$ cat src/rtl/tbit_pkg.sv
package tbit_pkg;

    typedef enum logic [1:0] {
        RES_OK  = 2'b00,
        RES_ERR = 2'b01,
        RES_TMO = 2'b10
    } res_e;

    typedef enum logic [2:0] {
        ST_IDLE,
        ST_REQ_A,
        ST_WAIT_A,
        ST_REQ_B,
        ST_WAIT_B,
        ST_DECIDE
    } poll_state_e;

    typedef enum logic [1:0] {
        VD_DONE,
        VD_FAIL,
        VD_AGAIN,
        VD_CONFIRM
    } verdict_e;

endpackage

$ cat src/rtl/tbit_timer.sv
module tbit_timer
    import tbit_pkg::*;
#(
    parameter int TW = 16
) (
    input  logic          clk,
    input  logic          rst_n,
    input  logic          launch_i,
    input  logic [TW-1:0] limit_i,
    input  logic          run_i,
    output logic          expired_o
);
    localparam logic [TW-1:0] NO_LIMIT = {TW{1'b1}};

    logic [TW-1:0] elapsed_d, elapsed_q;
    logic [TW-1:0] limit_d, limit_q;

    always_comb begin
        elapsed_d = elapsed_q;
        limit_d   = limit_q;
        if (launch_i) begin
            elapsed_d = '0;
            limit_d   = limit_i;
        end else if (run_i && elapsed_q != NO_LIMIT) begin
            elapsed_d = elapsed_q + 1'b1;
        end
    end

    always_ff @(posedge clk or negedge rst_n) begin
        if (!rst_n) begin
            elapsed_q <= '0;
            limit_q   <= '0;
        end else begin
            elapsed_q <= elapsed_d;
            limit_q   <= limit_d;
        end
    end

    assign expired_o = (limit_q != NO_LIMIT) && (elapsed_q > limit_q);

    AST_ELAPSED_NO_RESTART: assert property (@(posedge clk) disable iff (!rst_n)
        (run_i && $past(run_i) && !$past(launch_i)) |-> (elapsed_q >= $past(elapsed_q)))
        else $error("elapsed counter restarted mid-run");

endmodule

$ cat src/rtl/tbit_judge.sv
module tbit_judge
    import tbit_pkg::*;
#(
    parameter int DW      = 16,
    parameter int TOG_BIT = 6,
    parameter int LIM_BIT = 5
) (
    input  logic [DW-1:0] first_i,
    input  logic [DW-1:0] second_i,
    input  logic          confirm_i,
    output verdict_e      verdict_o
);
    logic toggled;
    logic flagged;
    logic unused_bits;

    assign toggled     = first_i[TOG_BIT] ^ second_i[TOG_BIT];
    assign flagged     = first_i[LIM_BIT];
    assign unused_bits = ^{first_i, second_i};

    always_comb begin
        if (!toggled)        verdict_o = VD_DONE;
        else if (!flagged)   verdict_o = VD_AGAIN;
        else if (confirm_i)  verdict_o = VD_FAIL;
        else                 verdict_o = VD_CONFIRM;
    end

    always_comb begin
        if (verdict_o == VD_FAIL)
            AST_FAIL_NEEDS_FLAG: assert (flagged && toggled);
    end

endmodule

$ cat src/rtl/tbit_poller.sv
module tbit_poller
    import tbit_pkg::*;
#(
    parameter int AW      = 24,
    parameter int DW      = 16,
    parameter int TW      = 16,
    parameter int TOG_BIT = 6,
    parameter int LIM_BIT = 5
) (
    input  logic          clk,
    input  logic          rst_n,
    input  logic          start_i,
    input  logic [AW-1:0] addr_i,
    input  logic [TW-1:0] limit_i,
    output logic          rd_req_o,
    output logic [AW-1:0] rd_addr_o,
    input  logic [DW-1:0] rd_data_i,
    input  logic          rd_valid_i,
    output logic          busy_o,
    output logic          done_o,
    output logic [1:0]    result_o
);
    typedef struct packed {
        poll_state_e   st;
        logic [AW-1:0] addr;
        logic [DW-1:0] first;
        logic [DW-1:0] second;
        logic          confirm;
        logic          done;
        res_e          res;
    } ctx_t;

    ctx_t     ctx_d, ctx_q;
    verdict_e verdict;
    logic     expired;
    logic     launch;
    logic     running;

    assign launch  = (ctx_q.st == ST_IDLE) && start_i && (limit_i != '0);
    assign running = (ctx_q.st != ST_IDLE);

    tbit_timer #(.TW(TW)) u_timer (
        .clk       (clk),
        .rst_n     (rst_n),
        .launch_i  (launch),
        .limit_i   (limit_i),
        .run_i     (running),
        .expired_o (expired)
    );

    tbit_judge #(.DW(DW), .TOG_BIT(TOG_BIT), .LIM_BIT(LIM_BIT)) u_judge (
        .first_i   (ctx_q.first),
        .second_i  (ctx_q.second),
        .confirm_i (ctx_q.confirm),
        .verdict_o (verdict)
    );

    always_comb begin
        ctx_d      = ctx_q;
        ctx_d.done = 1'b0;
        unique case (ctx_q.st)
            ST_IDLE: begin
                if (start_i) begin
                    if (limit_i == '0) begin
                        ctx_d.done = 1'b1;
                        ctx_d.res  = RES_TMO;
                    end else begin
                        ctx_d.addr    = addr_i;
                        ctx_d.confirm = 1'b0;
                        ctx_d.st      = ST_REQ_A;
                    end
                end
            end
            ST_REQ_A:  ctx_d.st = ST_WAIT_A;
            ST_WAIT_A: begin
                if (rd_valid_i) begin
                    ctx_d.first = rd_data_i;
                    ctx_d.st    = ST_REQ_B;
                end
            end
            ST_REQ_B:  ctx_d.st = ST_WAIT_B;
            ST_WAIT_B: begin
                if (rd_valid_i) begin
                    ctx_d.second = rd_data_i;
                    ctx_d.st     = ST_DECIDE;
                end
            end
            ST_DECIDE: begin
                if (verdict == VD_DONE) begin
                    ctx_d.done = 1'b1;
                    ctx_d.res  = RES_OK;
                    ctx_d.st   = ST_IDLE;
                end else if (verdict == VD_FAIL) begin
                    ctx_d.done = 1'b1;
                    ctx_d.res  = RES_ERR;
                    ctx_d.st   = ST_IDLE;
                end else if (expired) begin
                    ctx_d.done = 1'b1;
                    ctx_d.res  = RES_TMO;
                    ctx_d.st   = ST_IDLE;
                end else begin
                    ctx_d.confirm = (verdict == VD_CONFIRM);
                    ctx_d.st      = ST_REQ_A;
                end
            end
            default: ctx_d.st = ST_IDLE;
        endcase
    end

    always_ff @(posedge clk or negedge rst_n) begin
        if (!rst_n) begin
            ctx_q <= '{st: ST_IDLE, addr: '0, first: '0, second: '0,
                       confirm: 1'b0, done: 1'b0, res: RES_OK};
        end else begin
            ctx_q <= ctx_d;
        end
    end

    assign rd_req_o  = (ctx_q.st == ST_REQ_A) || (ctx_q.st == ST_REQ_B);
    assign rd_addr_o = ctx_q.addr;
    assign busy_o    = running;
    assign done_o    = ctx_q.done;
    assign result_o  = ctx_q.res;

    AST_ONE_CYCLE_REQ: assert property (@(posedge clk) disable iff (!rst_n)
        rd_req_o |=> !rd_req_o)
        else $error("read request longer than one cycle");

    AST_STABLE_IS_OK: assert property (@(posedge clk) disable iff (!rst_n)
        (ctx_q.st == ST_DECIDE && ctx_q.first[TOG_BIT] == ctx_q.second[TOG_BIT])
        |=> (done_o && result_o == RES_OK))
        else $error("stable toggle bit did not end in success");

    AST_ERR_AFTER_CONFIRM: assert property (@(posedge clk) disable iff (!rst_n)
        (done_o && result_o == RES_ERR) |-> $past(ctx_q.confirm))
        else $error("error reported without a confirming pair");

    AST_ZERO_LIMIT: assert property (@(posedge clk) disable iff (!rst_n)
        (start_i && !busy_o && limit_i == '0) |=> (done_o && result_o == RES_TMO && !busy_o))
        else $error("zero limit did not time out at once");

    AST_DONE_PULSE: assert property (@(posedge clk) disable iff (!rst_n)
        done_o |=> !done_o)
        else $error("done held longer than one cycle");

    AST_CODE_LEGAL: assert property (@(posedge clk) disable iff (!rst_n)
        done_o |-> (result_o != 2'b11))
        else $error("illegal result code");

    AST_ADDR_HELD: assert property (@(posedge clk) disable iff (!rst_n)
        (busy_o && $past(busy_o)) |-> $stable(rd_addr_o))
        else $error("address changed during a run");

endmodule

$ cat config.mk
export PLATFORM = sky130hd
export DESIGN_NAME = tbit_poller
export DESIGN_NICKNAME = d
export VERILOG_FILES = /design/src/rtl/tbit_pkg.sv /design/src/rtl/tbit_timer.sv /design/src/rtl/tbit_judge.sv /design/src/rtl/tbit_poller.sv
export SDC_FILE = /design/constraint.sdc
export NUM_CORES = 1
export LEC_CHECK = 0
export ABC_AREA = 1
export ABC_CLOCK_PERIOD_IN_PS = 4000
export BUFFER_PORTS_ARGS = -buffer_cell sky130_fd_sc_hd__buf_2
export CAP_MARGIN = 20
export CORE_MARGIN = 2
export CORE_UTILIZATION = 45
export DETAILED_ROUTE_END_ITERATION = 6
export PLACE_DENSITY = 0.72
export SLEW_MARGIN = 10
export SYNTH_ARGS = -nofsm -noshare
export SYNTH_HDL_FRONTEND = slang
export SYNTH_SLANG_ARGS = --single-unit
export TNS_END_PERCENT = 10
$ cat constraint.sdc
create_clock -name clk -period 4 [get_ports clk]
set_input_delay 0.2 -clock clk [delete_from_list [all_inputs] [get_ports clk]]
set_output_delay 0.2 -clock clk [all_outputs]
set_load 0.01 [all_outputs]
-- Word level (Yosys, flattened, before mapping)
Index checks and enable logic that the tools add are counted.
- flip-flop bits (word level): 77
- input bits: 60
- output and inout port bits: 29
- add/sub/neg operators: 1
- $lt $le $gt $ge: 1
- eq/ne operators: 18
- multiplexer cells: 23
- bitwise operators: 2
- reductions and logical operators: 18
- operators by type and width (kind ; number):
    27-bit two-way mux ; 2
    16-bit two-way mux ; 2
    16-bit inequality test (second input constant) ; 2
    3-bit two-way mux ; 8
    3-bit case mux with 6 select lines ; 1
    16-bit by 1-bit adder with 16-bit output (second input constant) ; 1
    16-bit greater-than comparator ; 1
    16-bit zero test ; 1
    16-bit nonzero test ; 1
    2-bit inequality test (second input constant) ; 7
    4-bit case mux with 2 select lines ; 1
    4-bit AND reduction ; 2
    3-bit by 2-bit == test with 1-bit output (second input constant) ; 2
    3-bit == test (second input constant) ; 2
    2-bit two-way mux ; 3
    6-bit AND reduction ; 1
    1-bit two-way mux ; 5
    1-bit logical AND ; 4
    4-bit two-way mux ; 1
    4-bit inequality test (second input constant) ; 1
    2-bit AND reduction ; 2
    2-bit nonzero test ; 2
    3-bit by 1-bit == test with 1-bit output (second input constant) ; 1
    3-bit zero test ; 1
    other kinds (9) ; 9

-- Depth between registers and ports, before layout
- depth in word-level cells: 8
- mapped depth: 16
- depth with buffers taken out: 16

-- By module
A second synthesis with hierarchy kept.
- cells, all modules: 554
- area, all modules: 4916.0 um^2
- modules (own cells, without submodules) (module ; times used ; cells an instance ; area each (um^2) ; seq. area each (um^2)):
    tbit_poller ; 1 ; 268 ; 2816.5 ; 1576.5
    tbit_timer ; 1 ; 276 ; 2062.0 ; 800.8
    tbit_judge ; 1 ; 10 ; 37.5 ; 0.0

-- Worst setup path before layout
No wires, ideal clock.
- path type: register -> register
- from: reg u_timer.elapsed_q[0]
- to: reg u_timer.elapsed_q[6]
- setup time: 0.119 ns
- arrival time: 1.525 ns
- required time: 3.881 ns
- slack: 2.356 ns
- cell stages (with the launch flop): 12
- buffers on the path: 1
- clock period less this slack: 1.644 ns
- path through: dfrtp_1 > ha_1 > nand2_1 > inv_1 > nand2_2 > nor2_2 > nand2_1 > o21ai_4 > nand2_4 > buf_6 > a21oi_1 > nor2_1
- word-level cells in the longest chain between the ends: 3
- elaborated cells between the ends (all ways): 6
- ends and longest elaborated chain (element ; line ; source):
    start: declaration ; tbit_timer.sv:15 ; logic [TW-1:0] elapsed_d, elapsed_q;
    start signal: assignment ; tbit_timer.sv:34 ; elapsed_q <= elapsed_d;
    16-bit by 1-bit adder with 16-bit output or 16-bit inequality test (tied branches) ; tbit_timer.sv:25, tbit_timer.sv:24 ;
    16-bit two-way mux or 1-bit logical AND (tied branches) ; tbit_timer.sv:24 ; end else if (run_i && elapsed_q != NO_LIMIT) begin
    16-bit two-way mux or 2-bit nonzero test (tied branches) ; n/a ;
Parallel ways exist; a longest one is shown, timed or not. The select of a mux whose other input is x is not followed.
A chain may end at the register's enable or synchronous reset.

-- Final worst setup path
- from: reg ctx_q[60] (netlist name)
- to: reg u_timer.limit_q[6]
- word-level cells in the longest chain between the ends: 3
- ends and longest elaborated chain (element ; line ; source):
    start: declaration ; tbit_poller.sv:33 ; ctx_t ctx_d, ctx_q;
    start signal: assignment ; tbit_poller.sv:112 ; ctx_q <= '{st: ST_IDLE, addr: '0, first: '0, second: '0,
    start signal: assignment ; tbit_poller.sv:115 ; ctx_q <= ctx_d;
    3-bit zero test ; tbit_poller.sv:39 ; assign launch = (ctx_q.st == ST_IDLE) && start_i && (limit_i != '0);
    1-bit logical AND (2 in series) ; tbit_poller.sv:39 ;
    end signal: assignment ; tbit_timer.sv:35 ; limit_q <= limit_d;
    end: declaration ; tbit_timer.sv:16 ; logic [TW-1:0] limit_d, limit_q;
No other way between the ends.

==> impl_metrics.py <==
metrics = {
    "worst_setup_path": {
        "worstPathRequired_ns": 4.21,
        "crit_type": "register to register",
        "critPathSlowestCell": "buf_4",
        "crit_path_frequent_cell": "nand2_1",
        "path_buf_inv": 2,
        "crit_path_max_fanout": 56,
        "crit_chain": "nor2_1 -> nand2_1 -> inv_1 -> nand3_2 -> buf_4 -> nand2_1 -> o21ai_0",
        "crit_family": "simple AND/OR/NAND/NOR gates",
        "critPathArrivalTime_ns": 2.21,
        "critPathMaxStageDelay_ns": 0.43,
        "endpoint_kind": "register",
        "start_kind": "register",
    },
    "floorplan": {
        "ios": 89,
        "initial_core_util_pct": 45.7,
        "num_rows": 33,
        "fp.dieH_um": 94.7,
        "core_area_mm2": 0.00809,
        "die_w_um": 94.7,
        "fp.dieArea_mm2": 0.00896,
    },
    "clock_tree": {
        "clk_latency_ns": 0.36,
        "cts_root_buffer": "clkbuf_8",
        "cts_num_sinks": 66,
        "cts_htree_levels": 3,
        "cts-buffers-inserted": 9,
        "cts_tree": "built",
        "clockBufferDepth": 2,
        "postCtsSetupBuffers": 0,
        "clk_pin_slew_worst_paths_ns": 0.08,
    },
    "synthesis": {
        "synthCells": 480,
        "ys_seq_elements": 66,
        "async_flop_share_pct": 100,
        "synth-edff-count": 0,
        "syn_area_mm2": 0.00370,
        "synth-main-ff-cell": "dfrtp_1",
        "seq_area_frac_synth_pct": 44.6,
        "ys.warnings.count": 0,
        "synth_nets": 557,
        "synth_cell_types": 33,
        "syn_area_per_cell_um2": 7.71,
    },
    "global_route": {
        "grt_start_max_net_pins": 57,
        "grt.overflow.total": 0,
        "grtUsageTotal_pct": 19.5,
        "antenna_found_initial": 0,
        "grt_pass1_wl_mm": 13.6,
        "grt_pass1_vias": 3037,
    },
    "timing": {
        "rsz0062_at_grt": "no",
        "setup_viol": 0,
        "finalCriticalPeriod_ns": 1.99,
        "fmax_mhz": 502,
        "tns_ns": 0,
        "slew_headroom_pct": 54.9,
        "tightest_slew_ns": 0.677,
        "finalClockSkew_ns": 0.00919,
        "finalMaxSlewViolations": 0,
        "hold_violations": 0,
        "fin_crit_sh_pct": 49.8,
    },
    "final_layout": {
        "layout.nets": 609,
        "antennaDiodeCount": 0,
        "fillers": 810,
        "area_growth_pct": 12.8,
        "drive_gt1_share_pct": 19.2,
    },
    "routing": {
        "detail-route-antenna-nets": 0,
        "drtIter0Drc": 124,
        "wl_mm": 7.76,
        "num_vias": 3081,
        "routed_via_density": 4.80,
        "wl_per_cell_um": 12.1,
        "drtPass1Iterations": 5,
        "drc_errors": 0,
    },
    "power": {
        "leakage_nw": 2.32,
        "p_per_area_mw_per_mm2": 653,
        "power_w": 0.00273,
        "vdd_drop_max_uv": 344,
    },
    "place": {
        "portBuffers": 74,
        "gp_congestion": 0.827,
        "hpwl_mm": 5.65,
    },
    "job": {
        "drv_cap": 0,
    },
    "status": {
        "status": "finished, final reports clean",
    },
    "worst_hold_path": {
        "hp-class": "input pin to register",
    },
}
[flip-flops by register name (all words and copies together) (netlist names)]
signal             flops
u_timer.limit_q       16
rd_addr_o             24
result_o               2
done_o                 1
u_timer.elapsed_q     16
ctx_q                  7
[worst reg2reg max path, cell delays in order, from the launching register on]
cell and delay (ns):
dfrtp_1 0.42, nor2_1 0.10, nand2_1 0.13, inv_1 0.20
nand3_2 0.36, buf_4 0.44, nand2_1 0.12, o21ai_0 0.09
[report_power, final]
group          switching (W)  internal [W]  leakage (nW)
sequential          0.000166      0.000915         0.846
clock               0.000271      0.000286        0.0990
combinational       0.000693      0.000394          1.38
total                0.00113       0.00159          2.32
[final timing paths]
path                                from  slack [ns]                  to  depth (start not counted)
max                            ctx_q[60]        2.01  u_timer.limit_q[6]                          7
min                           addr_i[12]        0.03       rd_addr_o[12]                          3
max reg2reg                    ctx_q[60]        2.01  u_timer.limit_q[6]                          7
min reg2reg                rd_addr_o[13]        0.48       rd_addr_o[13]                          2
max in group asynchronous          rst_n        2.63        rd_addr_o[1]                          3
min in group asynchronous          rst_n        0.44         result_o[1]                          2
[what timing repair did]
item / 4_1_cts / 5_1_grt
setup endpoints to repair: 0 / 0
hold buffers: 1 / 0
gates resized for setup: 0 / 0
hold endpoints to repair: 28 / 0
[metal layers]
metal / up-vias / GRT usage, % / part of all wire (%)
li1: 1577 / - / -
met1: 1398 / 24.7 / 46
met2: 92 / 30.7 / 46
met3: 14 / 5.99 / 6.0
met4: 0 / 8.94 / 2.5
met5: - / 0 / 0
[layout by cell type, fill, tap and decap left out, types with 7 or more instances in the layout]
cell,instances
nand3_1,21
o21ai_0,24
o21ai_1,7
nor3_1,8
buf_2,74
ha_1,17
nand4_1,9
inv_1,65
a21oi_1,13
dfrtp_1,66
xor2_1,7
clkbuf_8,9
nor2_1,30
nand2_1,158
[layout make-up]
type	count	area (µm²)	share of cell area, %
tap	105	131	3.15
sequential	66	1650	39.6
inverter	67	251	6.03
clock buffer	9	124	2.97
multi-input combinational	310	1540	36.9
timing repair buffer	78	403	9.66
clock inverter	7	70.1	1.68
[Yosys cell counts, drive strengths merged, types with 6 or more instances]
cell type  number  share of area (%)
nor3            8                1.1
inv            66                6.7
nand2         161                 17
nor2           32                3.5
nand4           9                1.5
dfrtp          66                 45
o21ai          32                4.6
buf            31                6.3
clkbuf          6               0.61
ha             17                5.7
xor2            7                1.7
nand3          22                3.1
a21oi          14                2.0
[stage by stage]
| stage | cells | setup WS (ns) | area [µm²] | hold slack, ns | util (%) |
|---|---|---|---|---|---|
| 3_5_place_dp | 625 | 1.99 | 3970 | 0.279 | 49.0 |
| 3_3_place_gp | 625 | 2.01 | 3970 | 0.267 | 49.0 |
| 6_report | 642 | 2.01 | 4170 | 0.0291 | 51.6 |
| 5_1_grt | 642 | 1.77 | 4170 | 0.0231 | 51.6 |
| 4_1_cts | 642 | 1.99 | 4170 | 0.0131 | 51.6 |
| 2_1_floorplan | 480 | 2.36 | 3700 | -0.0956 | - |
[logic make-up after synthesis]
logic type	share of synthesized area (%)
AOI/OAI and AO/OA	7.24
xor gates and xnor gates	1.89
adders and majority gates	5.75
buffers and inverters	13.7
DFF	44.6
muxes	0.304
and+or+nand+nor	26.5
Note: power is estimated with default switching activity, not from simulation.
